### src/rtl/edh_fp_pkg.sv
package edh_fp_pkg;

  localparam int FLAG_W = 5;
  localparam int GRP_N  = 4;
  localparam int SEL_W  = $clog2(GRP_N);

  typedef enum logic [SEL_W-1:0] {
    GRP_FF  = 2'd0,
    GRP_AP  = 2'd1,
    GRP_ANC = 2'd2,
    GRP_CTL = 2'd3
  } grp_e;

  // Control group layout: top bit in/out, then AP valid, then FF valid.
  localparam int CTL_IO_BIT  = FLAG_W - 1;
  localparam int CTL_APV_BIT = FLAG_W - 2;
  localparam int CTL_FFV_BIT = FLAG_W - 3;

  function automatic logic [FLAG_W-1:0] ctl_word(input logic io, input logic apv,
                                                 input logic ffv);
    logic [FLAG_W-1:0] w;
    w = '0;
    w[CTL_IO_BIT]  = io;
    w[CTL_APV_BIT] = apv;
    w[CTL_FFV_BIT] = ffv;
    return w;
  endfunction

  function automatic logic [FLAG_W-1:0] merge_flags(input logic pend,
                                                    input logic [FLAG_W-1:0] ovr,
                                                    input logic [FLAG_W-1:0] host);
    return pend ? ovr : host;
  endfunction

  function automatic logic [SEL_W-1:0] step_sel(input logic [SEL_W-1:0] s);
    return s + 1'b1;
  endfunction

endpackage

### src/rtl/fp_ovr_store.sv
module fp_ovr_store
  import edh_fp_pkg::*;
#(
  parameter int W = FLAG_W
) (
  input  logic             clk,
  input  logic             rst_n,
  input  logic             wr_en,
  input  logic [SEL_W-1:0] wr_grp,
  input  logic [W-1:0]     wr_data,
  input  logic             clr,
  output logic [GRP_N-1:0] pend,
  output logic [W-1:0]     ovr_ff,
  output logic [W-1:0]     ovr_ap,
  output logic [W-1:0]     ovr_anc,
  output logic             ovr_apv,
  output logic             ovr_ffv
);
  localparam int FLAG_GRPS = GRP_N - 1;

  logic [W-1:0] val [FLAG_GRPS];

  for (genvar g = 0; g < FLAG_GRPS; g++) begin : g_grp
    logic hit;
    assign hit = wr_en && (wr_grp == SEL_W'(g));
    always_ff @(posedge clk) begin
      if (!rst_n) begin
        val[g]  <= '0;
        pend[g] <= 1'b0;
      end else if (hit) begin
        val[g]  <= wr_data;
        pend[g] <= 1'b1;
      end else if (clr) begin
        pend[g] <= 1'b0;
      end
    end
  end

  logic ctl_hit;
  assign ctl_hit = wr_en && (wr_grp == GRP_CTL);

  always_ff @(posedge clk) begin
    if (!rst_n) begin
      ovr_apv        <= 1'b0;
      ovr_ffv        <= 1'b0;
      pend[GRP_N-1]  <= 1'b0;
    end else if (ctl_hit) begin
      ovr_apv        <= wr_data[CTL_APV_BIT];
      ovr_ffv        <= wr_data[CTL_FFV_BIT];
      pend[GRP_N-1]  <= 1'b1;
    end else if (clr) begin
      pend[GRP_N-1]  <= 1'b0;
    end
  end

  assign ovr_ff  = val[GRP_FF];
  assign ovr_ap  = val[GRP_AP];
  assign ovr_anc = val[GRP_ANC];
endmodule

### src/rtl/fp_map_seq.sv
module fp_map_seq
  import edh_fp_pkg::*;
(
  input  logic             clk,
  input  logic             rst_n,
  input  logic             act,
  output logic [SEL_W-1:0] cnt
);
  always_ff @(posedge clk) begin
    if (!rst_n)   cnt <= '0;
    else if (act) cnt <= step_sel(cnt);
    else          cnt <= '0;
  end
endmodule

### src/rtl/fp_grp_mux.sv
module fp_grp_mux
  import edh_fp_pkg::*;
#(
  parameter int W = FLAG_W
) (
  input  logic [SEL_W-1:0] sel,
  input  logic [W-1:0]     ff,
  input  logic [W-1:0]     ap,
  input  logic [W-1:0]     anc,
  input  logic [W-1:0]     ctl,
  output logic [W-1:0]     y
);
  always_comb begin
    unique case (grp_e'(sel))
      GRP_FF:  y = ff;
      GRP_AP:  y = ap;
      GRP_ANC: y = anc;
      default: y = ctl;
    endcase
  end
endmodule

### src/rtl/edh_flag_port.sv
module edh_flag_port
  import edh_fp_pkg::*;
#(
  parameter int W  = FLAG_W,
  parameter int SW = SEL_W
) (
  input  logic          clk,
  input  logic          rst_n,
  input  logic          dir_rd,
  input  logic          map_en,
  input  logic [SW-1:0] sel_in,
  output logic [SW-1:0] sel_out,
  output logic          sel_oe,
  input  logic [W-1:0]  flag_in,
  output logic [W-1:0]  flag_out,
  output logic          flag_oe,
  input  logic          send_stb,
  output logic          ovr_stb,
  input  logic          inout_ind,
  input  logic [W-1:0]  host_ff,
  input  logic [W-1:0]  host_ap,
  input  logic [W-1:0]  host_anc,
  input  logic          host_apv,
  input  logic          host_ffv,
  output logic [W-1:0]  out_ff,
  output logic [W-1:0]  out_ap,
  output logic [W-1:0]  out_anc,
  output logic          out_apv,
  output logic          out_ffv
);
  // Named internal events, visible to the bound checker.
  logic             map_act;
  logic             wr_ev;
  logic [GRP_N-1:0] pend;
  logic [SW-1:0]    map_cnt;
  logic [SW-1:0]    rd_sel;
  logic [W-1:0]     ovr_ff, ovr_ap, ovr_anc;
  logic             ovr_apv, ovr_ffv;
  logic [W-1:0]     ctl_rd;

  assign map_act = map_en && dir_rd;
  assign wr_ev   = !dir_rd;

  fp_ovr_store #(.W(W)) u_store (
    .clk     (clk),
    .rst_n   (rst_n),
    .wr_en   (wr_ev),
    .wr_grp  (sel_in),
    .wr_data (flag_in),
    .clr     (send_stb),
    .pend    (pend),
    .ovr_ff  (ovr_ff),
    .ovr_ap  (ovr_ap),
    .ovr_anc (ovr_anc),
    .ovr_apv (ovr_apv),
    .ovr_ffv (ovr_ffv)
  );

  fp_map_seq u_seq (
    .clk   (clk),
    .rst_n (rst_n),
    .act   (map_act),
    .cnt   (map_cnt)
  );

  assign out_ff  = merge_flags(pend[GRP_FF],  ovr_ff,  host_ff);
  assign out_ap  = merge_flags(pend[GRP_AP],  ovr_ap,  host_ap);
  assign out_anc = merge_flags(pend[GRP_ANC], ovr_anc, host_anc);
  assign out_apv = pend[GRP_CTL] ? ovr_apv : host_apv;
  assign out_ffv = pend[GRP_CTL] ? ovr_ffv : host_ffv;
  assign ctl_rd  = ctl_word(inout_ind, out_apv, out_ffv);

  assign rd_sel  = map_act ? map_cnt : sel_in;
  assign sel_out = map_cnt;
  assign sel_oe  = map_act;
  assign flag_oe = dir_rd;
  assign ovr_stb = send_stb && (|pend);

  fp_grp_mux #(.W(W)) u_mux (
    .sel (rd_sel),
    .ff  (out_ff),
    .ap  (out_ap),
    .anc (out_anc),
    .ctl (ctl_rd),
    .y   (flag_out)
  );
endmodule

### config.mk
export PLATFORM = sky130hd
export DESIGN_NAME = edh_flag_port
export DESIGN_NICKNAME = d
export VERILOG_FILES = /design/src/rtl/edh_fp_pkg.sv /design/src/rtl/fp_ovr_store.sv /design/src/rtl/fp_map_seq.sv /design/src/rtl/fp_grp_mux.sv /design/src/rtl/edh_flag_port.sv
export SDC_FILE = /design/constraint.sdc
export NUM_CORES = 1
export LEC_CHECK = 0
export BUFFER_PORTS_ARGS = -buffer_cell sky130_fd_sc_hd__buf_4
export CAP_MARGIN = 20
export CORE_ASPECT_RATIO = 1.4
export CORE_MARGIN = 2
export CORE_UTILIZATION = 42
export CTS_CLUSTER_DIAMETER = 80
export DETAILED_ROUTE_END_ITERATION = 12
export PLACE_DENSITY = 0.8
export SLEW_MARGIN = 20
export SYNTH_ARGS = -nofsm -noshare
export SYNTH_HDL_FRONTEND = slang
export SYNTH_SLANG_ARGS = --single-unit
### constraint.sdc
create_clock -name clk -period 1 [get_ports clk]
set_input_delay 0.05 -clock clk [delete_from_list [all_inputs] [get_ports clk]]
set_output_delay 0.05 -clock clk [all_outputs]
set_load 0.03 [all_outputs]
==> key figures <==
Run status
  – Outcome: complete, but fails checks
  – Failing checks: negative setup slack

Floorplan
  – Core area: 2910 um^2
  – Initial core utilization: between 40% and 50%
  – # IOs: 57
  – Die ar.: between 3000 and 4000 um^2
  – # rows: 23
  – Die Span Y: 69.5 um
  – Die Width: around 51 um

Setup path
  – Startpoint Class: register
  – Critical path's slowest cell: dfxtp_4
  – Worst-path fanout max: 4
  – Worst path bufs/invs: 1
  – CP max stage delay: around 0.36 ns
  – Worst-path cell chain: mux2_4 -> mux2i_4 -> mux2i_4 -> buf_6
  – Data required, critical path: between 0.9 and 1 ns
  – Critical Path End Type: output pin
  – Most used cell along the critical path: mux2i_4
  – Top delay family on crit path: multiplexers
  – Path type of the worst setup path: register to output pin
  – Crit path DAT: 1.46 ns

Layout
  – Area added between synthesis and finish: 79.3%
  – Final Non-Filler Cells: 222
  – Fill cells: 152
  – Register area: around 630 um^2
  – Post-layout nets: 216
  – Ant. Diodes: 0
  – Multi-input gate area: around 840 um^2
  – Share of layout cells above drive strength 1: between 60% and 70%
  – Util after Layout: roughly four fifths

Timing
  – Worst hold slack: between 0.06 and 0.07 ns
  – Fin. Hold Viols: 0
  – Slew Limit Fails: 0
  – Max-slew headroom: about four fifths
  – Final setup fails: 23
  – Crit share post-route: 151%
  – Worst slew pin tran: 0.298 ns
  – Unrepaired setup endpoints after global routing: true
  – Max Clk Rate: between 0.6 and 0.7 GHz
  – Worst setup margin: -0.509 ns
  – Clock skew: 0.000300 ns
  – Post-layout min period: 1.51 ns

Logic synthesis
  – Synth Flop Type: edfxtp_1
  – Cell count after synthesis: approximately 110
  – Post-synth EDFFs: 15
  – Synth Warn #: 0
  – Top-count cell post-synth: mux2_2
  – Synthesized Nets: 137
  – Area leader, netlist: edfxtp_1
  – Seq/Total Area, Yosys: between 40% and 50%
  – Asr flop ratio synth: 0%
  – Netlist cell types: 26
  – Commonest cells post-synth: mux2_2 (19), and2_1 (15), edfxtp_1 (15)
  – Top-area cell type share of the netlist area: roughly a third
  – Number of synthesized register bits: 23
  – Synth Cell Area: around 1300 um^2
  – Syn Area/Cell: roughly 12 um^2
  – Synth area leaders: edfxtp_1 (35%), mux2_2 (17%), dfxtp_1 (12%)

Placed design
  – Placed Cells incl. Taps: approximately 220
  – Detailed placement HPWL: 2800 um
  – Gp weighted congestion: roughly 0.82
  – Worst slack at placement: -0.455 ns
  – IO buf count: 56

Power
  – Maximum vdd drop: between 1000 and 1500 uV
  – Leakage: 1.03 nW
  – Pwr/cell area: 1150 nW/um^2

Clocking
  – H-tree levels: 1
  – CTS clk-pin slew, worst paths: about 0.08 ns
  – CTS tree: built
  – Root Driver: clkbuf_8
  – Later-pin clock latency in the skew report: approximately 0.26 ns
  – CTS max path bufs: 2
  – CTS Buf Count: 3
  – Sink Count: 23

Route
  – DRC: 0
  – Avg WL per Cell: approximately 18 um
  – Vias: 1170
  – Final ANT Viol Nets: 0
  – Drt first pass iters: 4
  – Drt total wl: ~4000 um
  – DR vias/cell: roughly 5.3
  – Iteration-0 DRC Markers: 27

Global route
  – First-pass GRT wire length: just under 6000 um
  – Gr usage total: between 20% and 30%
  – Largest net degree at the start of global routing: 13
  – Number of global-route vias before repair: between 1000 and 1500
  – Initial antenna violation count: 0
  – Global route overflow: 0

Run
  – Max_cap viols: 0

Worst hold path
  – HP Class: input port to register
registers in the layout, summed over array words and instances, names as in the netlist:
name,cells
u_seq.cnt,2
u_store.ovr_ffv,1
u_store.val,15
u_store.ovr_apv,1
u_store.pend,4
power by group:
group          leakage (nW)  switching, W  total [W]  internal (W)
Clock                0.0228      0.000282   0.000566      0.000284
Sequential            0.217     0.0000393    0.00110       0.00106
Combinational         0.793      0.000461   0.000984      0.000524
Total                  1.03      0.000782    0.00265       0.00187
kinds of logic after synthesis:
logic type / synth area share (%)
compound gates: 4.96
xor+xnor: 0.681
buf+inv: 2.24
flops: 47.5
mux: 29.3
simple gates: 15.4
what timing repair did:
action | CTS | global route
endpoints found under the setup margin | 23 | 23
cloned | 0 | 0
pin swaps | 1 | 0
setup buffers | 2 | 4
hold buffers | 0 | 0
gates resized for setup | 44 | 8
area by class of cell:
class / instances / share of cell area [%]
repair buffers: 79 / 32.3
multi-input cells: 78 / 36.3
inverters: 1 / 0.163
well taps: 37 / 2.01
flip-flops and latches: 23 / 27.2
clock buffers: 4 / 1.95
worst min-delay path: cells and delay by family:
| kind | cells | cell delay (ns) |
|---|---|---|
| buffers and inverters | 1 | 0.09 |
| AND/OR/NAND/NOR | 1 | 0.08 |
| AO/OA/AOI/OAI | 1 | 0.07 |
routing by layer:
metal  track usage (%)  part of all wire, %  vias to the layer above  wire (um)
li1                  -                    -                      541          -
met1              23.1                   38                      566       1500
met2              43.3                   54                       51       2130
met3              3.45                  4.8                       12        189
met4              9.91                  3.0                        0        117
met5                 0                    0                        -          0
cell usage in the layout, fill, tap and decap left out, types with 3 or more instances in the layout:
cell type and count:
nand2_1 3, nor2b_1 3, mux2i_4 9, and2_1 15
a21o_1 3, dfxtp_4 4, clkbuf_8 3, edfxtp_1 15
nand2b_1 3, buf_6 34, nor2_1 4, mux2_4 18
mux2i_2 4, buf_4 43
path summary, 6_finish.rpt:
kind	from	depth (start not counted)	slack (ns)	to
worst max-delay path	u_seq.cnt[1]$_SDFF_PN0_	4	-0.51	flag_out[3]
worst min-delay path	send_stb	3	0.07	u_store.pend[3]$_SDFFE_PN0P_
worst max register to register	u_store.pend[1]$_SDFFE_PN0P_	3	0.14	u_store.pend[1]$_SDFFE_PN0P_
worst min register to register	u_store.ovr_apv$_SDFFE_PN0P_	2	0.54	u_store.ovr_apv$_SDFFE_PN0P_
stage by stage:
| step | total power [W] | TNS (ns) | cell area [um^2] |
|---|---|---|---|
| 2_1_floorplan | 0.00161 | -0.906 | 1450 |
| 3_5_place_dp | 0.00195 | -5.78 | 2040 |
| 3_3_place_gp | 0.00193 | -4.44 | 2040 |
| 6_report | 0.00265 | -7.16 | 2310 |
| 5_1_grt | 0.00274 | -7.80 | 2310 |
| 4_1_cts | 0.00262 | -6.80 | 2280 |
Power figures use the tool's default switching activity.
